File: config.mk
export PLATFORM = sky130hd
export DESIGN_NAME = tri_logic_alu
export DESIGN_NICKNAME = d
export VERILOG_FILES = /design/src/rtl/tla_pkg.sv /design/src/rtl/tla_addsub.sv /design/src/rtl/tla_bitwise.sv /design/src/rtl/tla_shift.sv /design/src/rtl/tla_order.sv /design/src/rtl/tri_logic_alu.sv
export SDC_FILE = /design/constraint.sdc
export NUM_CORES = 1
export LEC_CHECK = 0
export CORE_MARGIN = 2
export CORE_UTILIZATION = 40
export DETAILED_ROUTE_END_ITERATION = 16
export PLACE_DENSITY = 0.68
export SLEW_MARGIN = 0
export SYNTH_ARGS = -nofsm -noshare
export SYNTH_HDL_FRONTEND = slang
export SYNTH_SLANG_ARGS = --single-unit
File: constraint.sdc
create_clock -name vclk -period 5.5
set_input_delay 0.825 -clock vclk [all_inputs]
set_output_delay 0.825 -clock vclk [all_outputs]
set_load 0.01 [all_outputs]
File: src/rtl/tla_pkg.sv
// Shared decode types for the three-operand integer logic unit.
// Maps an extended opcode to the functional unit that serves it and a function code within that unit.
package tla_pkg;

    typedef enum logic [2:0] {
        UNIT_NONE  = 3'd0,
        UNIT_ARITH = 3'd1,
        UNIT_LOGIC = 3'd2,
        UNIT_SHIFT = 3'd3,
        UNIT_ORDER = 3'd4
    } unit_e;

    typedef struct packed {
        unit_e      unit;
        logic [3:0] fn;
    } op_dec_t;

    // Classify an extended opcode. Unlisted codes return UNIT_NONE.
    function automatic op_dec_t decode_xop(input logic [11:0] xop);
        op_dec_t d;
        d.unit = UNIT_NONE;
        d.fn   = xop[3:0];
        if (xop[11:2] == 10'h000)
            d.unit = UNIT_ARITH;
        else if (xop[11:2] == 10'h004)
            d.unit = UNIT_ORDER;
        else if (xop[11:4] == 8'h02 && xop[3:0] <= 4'h9)
            d.unit = UNIT_LOGIC;
        else if (xop[11:3] == 9'h006)
            d.unit = UNIT_SHIFT;
        return d;
    endfunction

endpackage

File: src/rtl/tla_addsub.sv
// Adder and subtractor for the three-operand unit.
// Assumes fn[1] selects subtraction. Signed and unsigned forms wrap to the same bits.
module tla_addsub #(
    parameter int WIDTH = 32
) (
    input  logic [3:0]       fn,
    input  logic [WIDTH-1:0] src_b,
    input  logic [WIDTH-1:0] src_c,
    output logic [WIDTH-1:0] sum
);
    // Add or subtract, selected by the function code.
    always_comb begin
        if (fn[1])
            sum = src_b - src_c;
        else
            sum = src_b + src_c;
    end
endmodule

File: src/rtl/tla_bitwise.sv
// Bitwise operator bank: AND, OR, XOR, their inverses and the four implication forms.
// Assumes fn lies in 0..9. Any other code returns zero.
module tla_bitwise #(
    parameter int WIDTH = 32
) (
    input  logic [3:0]       fn,
    input  logic [WIDTH-1:0] src_b,
    input  logic [WIDTH-1:0] src_c,
    output logic [WIDTH-1:0] bits
);
    // Select one bitwise function of b (p) and c (q).
    always_comb begin
        case (fn)
            4'h0:    bits = src_b & src_c;
            4'h1:    bits = src_b | src_c;
            4'h2:    bits = src_b ^ src_c;
            4'h3:    bits = ~(src_b & src_c);
            4'h4:    bits = ~(src_b | src_c);
            4'h5:    bits = ~(src_b ^ src_c);
            4'h6:    bits = ~src_b & src_c;
            4'h7:    bits = src_b & ~src_c;
            4'h8:    bits = ~src_b | src_c;
            4'h9:    bits = src_b | ~src_c;
            default: bits = '0;
        endcase
    end
endmodule

File: src/rtl/tla_shift.sv
// Logarithmic barrel shifter with selectable fill and rotation.
// fn[0] = 0 means left and 1 means right. Codes 6 and 7 rotate. Code 1 fills with the sign bit.
// Codes 4 and 5 fill with ones. All others fill with zeros.
// Assumes WIDTH is a power of two and at least 2. Only the low log2(WIDTH) bits of the amount are used.
module tla_shift #(
    parameter int WIDTH = 32
) (
    input  logic [3:0]       fn,
    input  logic [WIDTH-1:0] src_b,
    input  logic [WIDTH-1:0] src_c,
    output logic [WIDTH-1:0] shifted
);
    localparam int SHW = $clog2(WIDTH);

    logic             go_right;
    logic             rotate;
    logic             fill_bit;
    logic [SHW-1:0]   amt;
    logic [WIDTH-1:0] stage [SHW+1];

    // Derive direction, rotation and fill value from the function code.
    always_comb begin
        go_right = fn[0];
        rotate   = (fn[2:1] == 2'b11);
        case (fn[2:0])
            3'd1:    fill_bit = src_b[WIDTH-1];
            3'd4,
            3'd5:    fill_bit = 1'b1;
            default: fill_bit = 1'b0;
        endcase
        amt = src_c[SHW-1:0];
    end

    assign stage[0] = src_b;

    for (genvar i = 0; i < SHW; i++) begin : g_stage
        localparam int S = 1 << i;
        logic [S-1:0] lo_in;
        logic [S-1:0] hi_in;
        // Bits entering at the low end on a left move, and at the high end on a right move.
        assign lo_in = rotate ? stage[i][WIDTH-1 -: S] : {S{fill_bit}};
        assign hi_in = rotate ? stage[i][S-1:0]        : {S{fill_bit}};
        assign stage[i+1] = !amt[i]  ? stage[i] :
                            go_right ? {hi_in, stage[i][WIDTH-1:S]} :
                                       {stage[i][WIDTH-1-S:0], lo_in};
    end

    assign shifted = stage[SHW];
endmodule

File: src/rtl/tla_order.sv
// Maximum and minimum selector.
// fn[0] = 1 compares as unsigned. fn[1] = 1 returns the smaller operand.
module tla_order #(
    parameter int WIDTH = 32
) (
    input  logic [3:0]       fn,
    input  logic [WIDTH-1:0] src_b,
    input  logic [WIDTH-1:0] src_c,
    output logic [WIDTH-1:0] picked
);
    logic b_above;

    // Compare in the requested signedness, then choose the operand.
    always_comb begin
        if (fn[0])
            b_above = (src_b > src_c);
        else
            b_above = ($signed(src_b) > $signed(src_c));
        picked = (b_above ^ fn[1]) ? src_b : src_c;
    end
endmodule

File: src/rtl/tri_logic_alu.sv
// Top of the three-operand integer logic unit. This block is purely combinational.
// Decodes the extended opcode, runs the four functional units in parallel and selects one result.
// Unimplemented opcodes raise illegal and return zero. Assumes WIDTH is a power of two.
module tri_logic_alu #(
    parameter int WIDTH = 32
) (
    input  logic [11:0]      xop,
    input  logic [WIDTH-1:0] src_b,
    input  logic [WIDTH-1:0] src_c,
    output logic [WIDTH-1:0] result,
    output logic             illegal
);
    import tla_pkg::*;

    op_dec_t          dec;
    logic [WIDTH-1:0] arith_q;
    logic [WIDTH-1:0] logic_q;
    logic [WIDTH-1:0] shift_q;
    logic [WIDTH-1:0] order_q;

    // Opcode classification.
    always_comb dec = decode_xop(xop);

    tla_addsub #(.WIDTH(WIDTH)) i_addsub (
        .fn(dec.fn), .src_b(src_b), .src_c(src_c), .sum(arith_q)
    );
    tla_bitwise #(.WIDTH(WIDTH)) i_bitwise (
        .fn(dec.fn), .src_b(src_b), .src_c(src_c), .bits(logic_q)
    );
    tla_shift #(.WIDTH(WIDTH)) i_shift (
        .fn(dec.fn), .src_b(src_b), .src_c(src_c), .shifted(shift_q)
    );
    tla_order #(.WIDTH(WIDTH)) i_order (
        .fn(dec.fn), .src_b(src_b), .src_c(src_c), .picked(order_q)
    );

    // Result selection and illegal flag.
    always_comb begin
        illegal = 1'b0;
        case (dec.unit)
            UNIT_ARITH: result = arith_q;
            UNIT_LOGIC: result = logic_q;
            UNIT_SHIFT: result = shift_q;
            UNIT_ORDER: result = order_q;
            default: begin
                result  = '0;
                illegal = 1'b1;
            end
        endcase
    end
endmodule

==> reports/metrics.cfg <==
[critical_path]
arrival_ps=4580
setup.worst_path.class=in2out
worstPathRequired_ps=4680
critPathMaxFanout=16
cp-end-kind=primary output
start_kind=primary input

[run]
maxCapViolations=0

[die]
num_rows=64
pin_count=109
coreArea_um2=30400
die_w_um=179
die_h_um=179
dieArea_um2=32200
start_util_pct=40.4

[yosys]
synth.avg_cell_area_um2=6.41
synth-seq-area-share_pct=0
syn_nets=2125
ys.warnings.count=0
synth_cell_types=94
synth_common_cells=246 x nor2_1, 234 x a21oi_1, 151 x nand2_1
synthCells=1919
synth_area_leaders=ha_1 13%, a21oi_1 9.5%, mux2i_1 7.7%
yosysMostFrequentCell=nor2_1
netlist_area_um2=12300
yosysTopAreaCellShare_pct=13.0
synth.largest_area_cell=ha_1

[sta]
hold_viol=0
worstMarginPinSlew_ps=1240
finalSetupViolCount=0
timing.final.ws_setup_ps=90.9
period_needed_ps=5410
fmax_mhz=185
slew_viol_final=0
period_share_pct=98.3
slew_headroom_pct=16.8

[grt]
grt_max_degree=77
grt_usage_pct=43.5
gr-total-overflow=0
antenna_found_initial=3
grt_pass1_vias=15900
grt_pass1_wl_mm=104

[clock_tree]
hold_buffers=0

[cells_and_area]
drive_gt1_share_pct=19.2
syn_to_final_growth_pct=27.6
utilization_pct=51.6
nFillCells=3229
regArea_um2=0
seq_cells=0
clock_buffers=0
nets=2383

[power]
p_clk_share_pct=0
p_leak_nw=7.31
p_int_w=0.000677
p_sw_share_pct=60.1
power_frac_comb_pct=100.0
vdd_ir_drop_max_uv=57.1
netSwitchingPower_w=0.00102
power_frac_seq_pct=0
powerDensity_nw_per_um2=108

[drt]
drc=0
wirelength_mm=72.1
num_vias=17000
viasPerCell=6.62
drtIter0Drc=2207
first_pass_iters=6
ant_nets=0
wl_per_cell_um=28.0

[status]
run_status=finished clean

[worst_hold_path]
holdPathEnd=result[27]
hold_depth=5
min_path_type=in2out
holdCritStartpoint=src_c[27]

[placed_design]
dp_slack_ps=-256
dp_hpwl_mm=56.9
port_buffers=109
place.gp.congestion=1.08

-- per-stage QoR --
stage,instances,instance area (µm²),hold slack (ps),total power (W),TNS (ps)
finish,2572,15700,2300,0.00169,0
global route,2572,15700,2330,0.00179,-64.1
CTS,2564,15500,2460,0.00160,-28.9
detailed placement,2561,15400,2450,0.00158,-4130
global placement,2561,15400,2440,0.00158,-1800
floorplan,1919,12300,1810,0.000918,0
-- worst max path at each step --
| stage | from | end | depth (start not counted) |
|---|---|---|---|
| 2_1_floorplan | src_c[1] | result[31] | 15 |
| 3_3_place_gp | src_b[0] | result[24] | 16 |
| 3_5_place_dp | src_b[0] | result[7] | 17 |
| 4_1_cts | src_b[1] | result[7] | 17 |
| 5_1_grt | src_b[1] | result[3] | 17 |
| 6_report | src_b[29] | result[3] | 15 |
-- final cells by class --
| cell class | instances | area, µm² | share of cell area [%] |
|---|---|---|---|
| diodes | 1 | 2.50 | 0.0159 |
| multi-input cells | 1643 | 11200 | 71.3 |
| repair buffers | 426 | 3610 | 23.0 |
| well taps | 396 | 495 | 3.16 |
| inverters | 106 | 398 | 2.53 |
-- worst max-delay path: stages --
cell and delay [ps]:
clkdlybuf4s50_1 540, inv_1 90, ha_1 320, or4_4 560, nor3_4 220, and3_4 260
nand4_1 200, nand2_1 140, o22ai_2 120, xnor2_4 210, buf_4 150, buf_8 150
a21oi_1 90, o21ai_1 140, clkdlybuf4s50_1 560
-- routing by layer --
layer,vias to the layer above,track usage [%],wire length (µm)
li1,7613,-,-
met1,8039,58.9,29600
met2,1134,65.6,30000
met3,236,6.31,7110
met4,2,25.2,5300
met5,-,0,13
-- cells by family after synthesis --
kind of cell / share of synthesized area [%]
simple gates: 22.0
mux: 12.2
xor+xnor: 2.43
compound gates: 39.9
buf+inv: 10.1
fa+ha+maj: 13.3
-- what timing repair did --
action                     CTS  global route
resized for setup           17            46
cloned                       0             1
setup endpoints to repair   31            31
setup buffers                3             6
pin swaps                    7            11
-- placed cells by master (no fill, tap or decap), types with 25 or more instances in the layout --
cell type and instances:
a211oi_1 42, a21oi_1 233, buf_4 309, clkdlybuf4s50_1 69, dlymetal6s2s_1 25, ha_1 123, inv_1 100, mux2i_1 94
nand2_1 151, nand2b_1 29, nand3_1 25, nor2_1 244, nor3_1 41, o21ai_0 118, o21ai_1 31, o22ai_1 68
-- power by group through the flow --
stage               combinational (W)  sequential (W)        clock [W]
detailed placement            0.00158               0                0
finish                        0.00169               0  0.0000000000369
global route                  0.00179               0  0.0000000000337
global placement              0.00158               0                0
CTS                           0.00160               0                0
floorplan                    0.000918               0                0
Power figures use the tool's default switching activity.
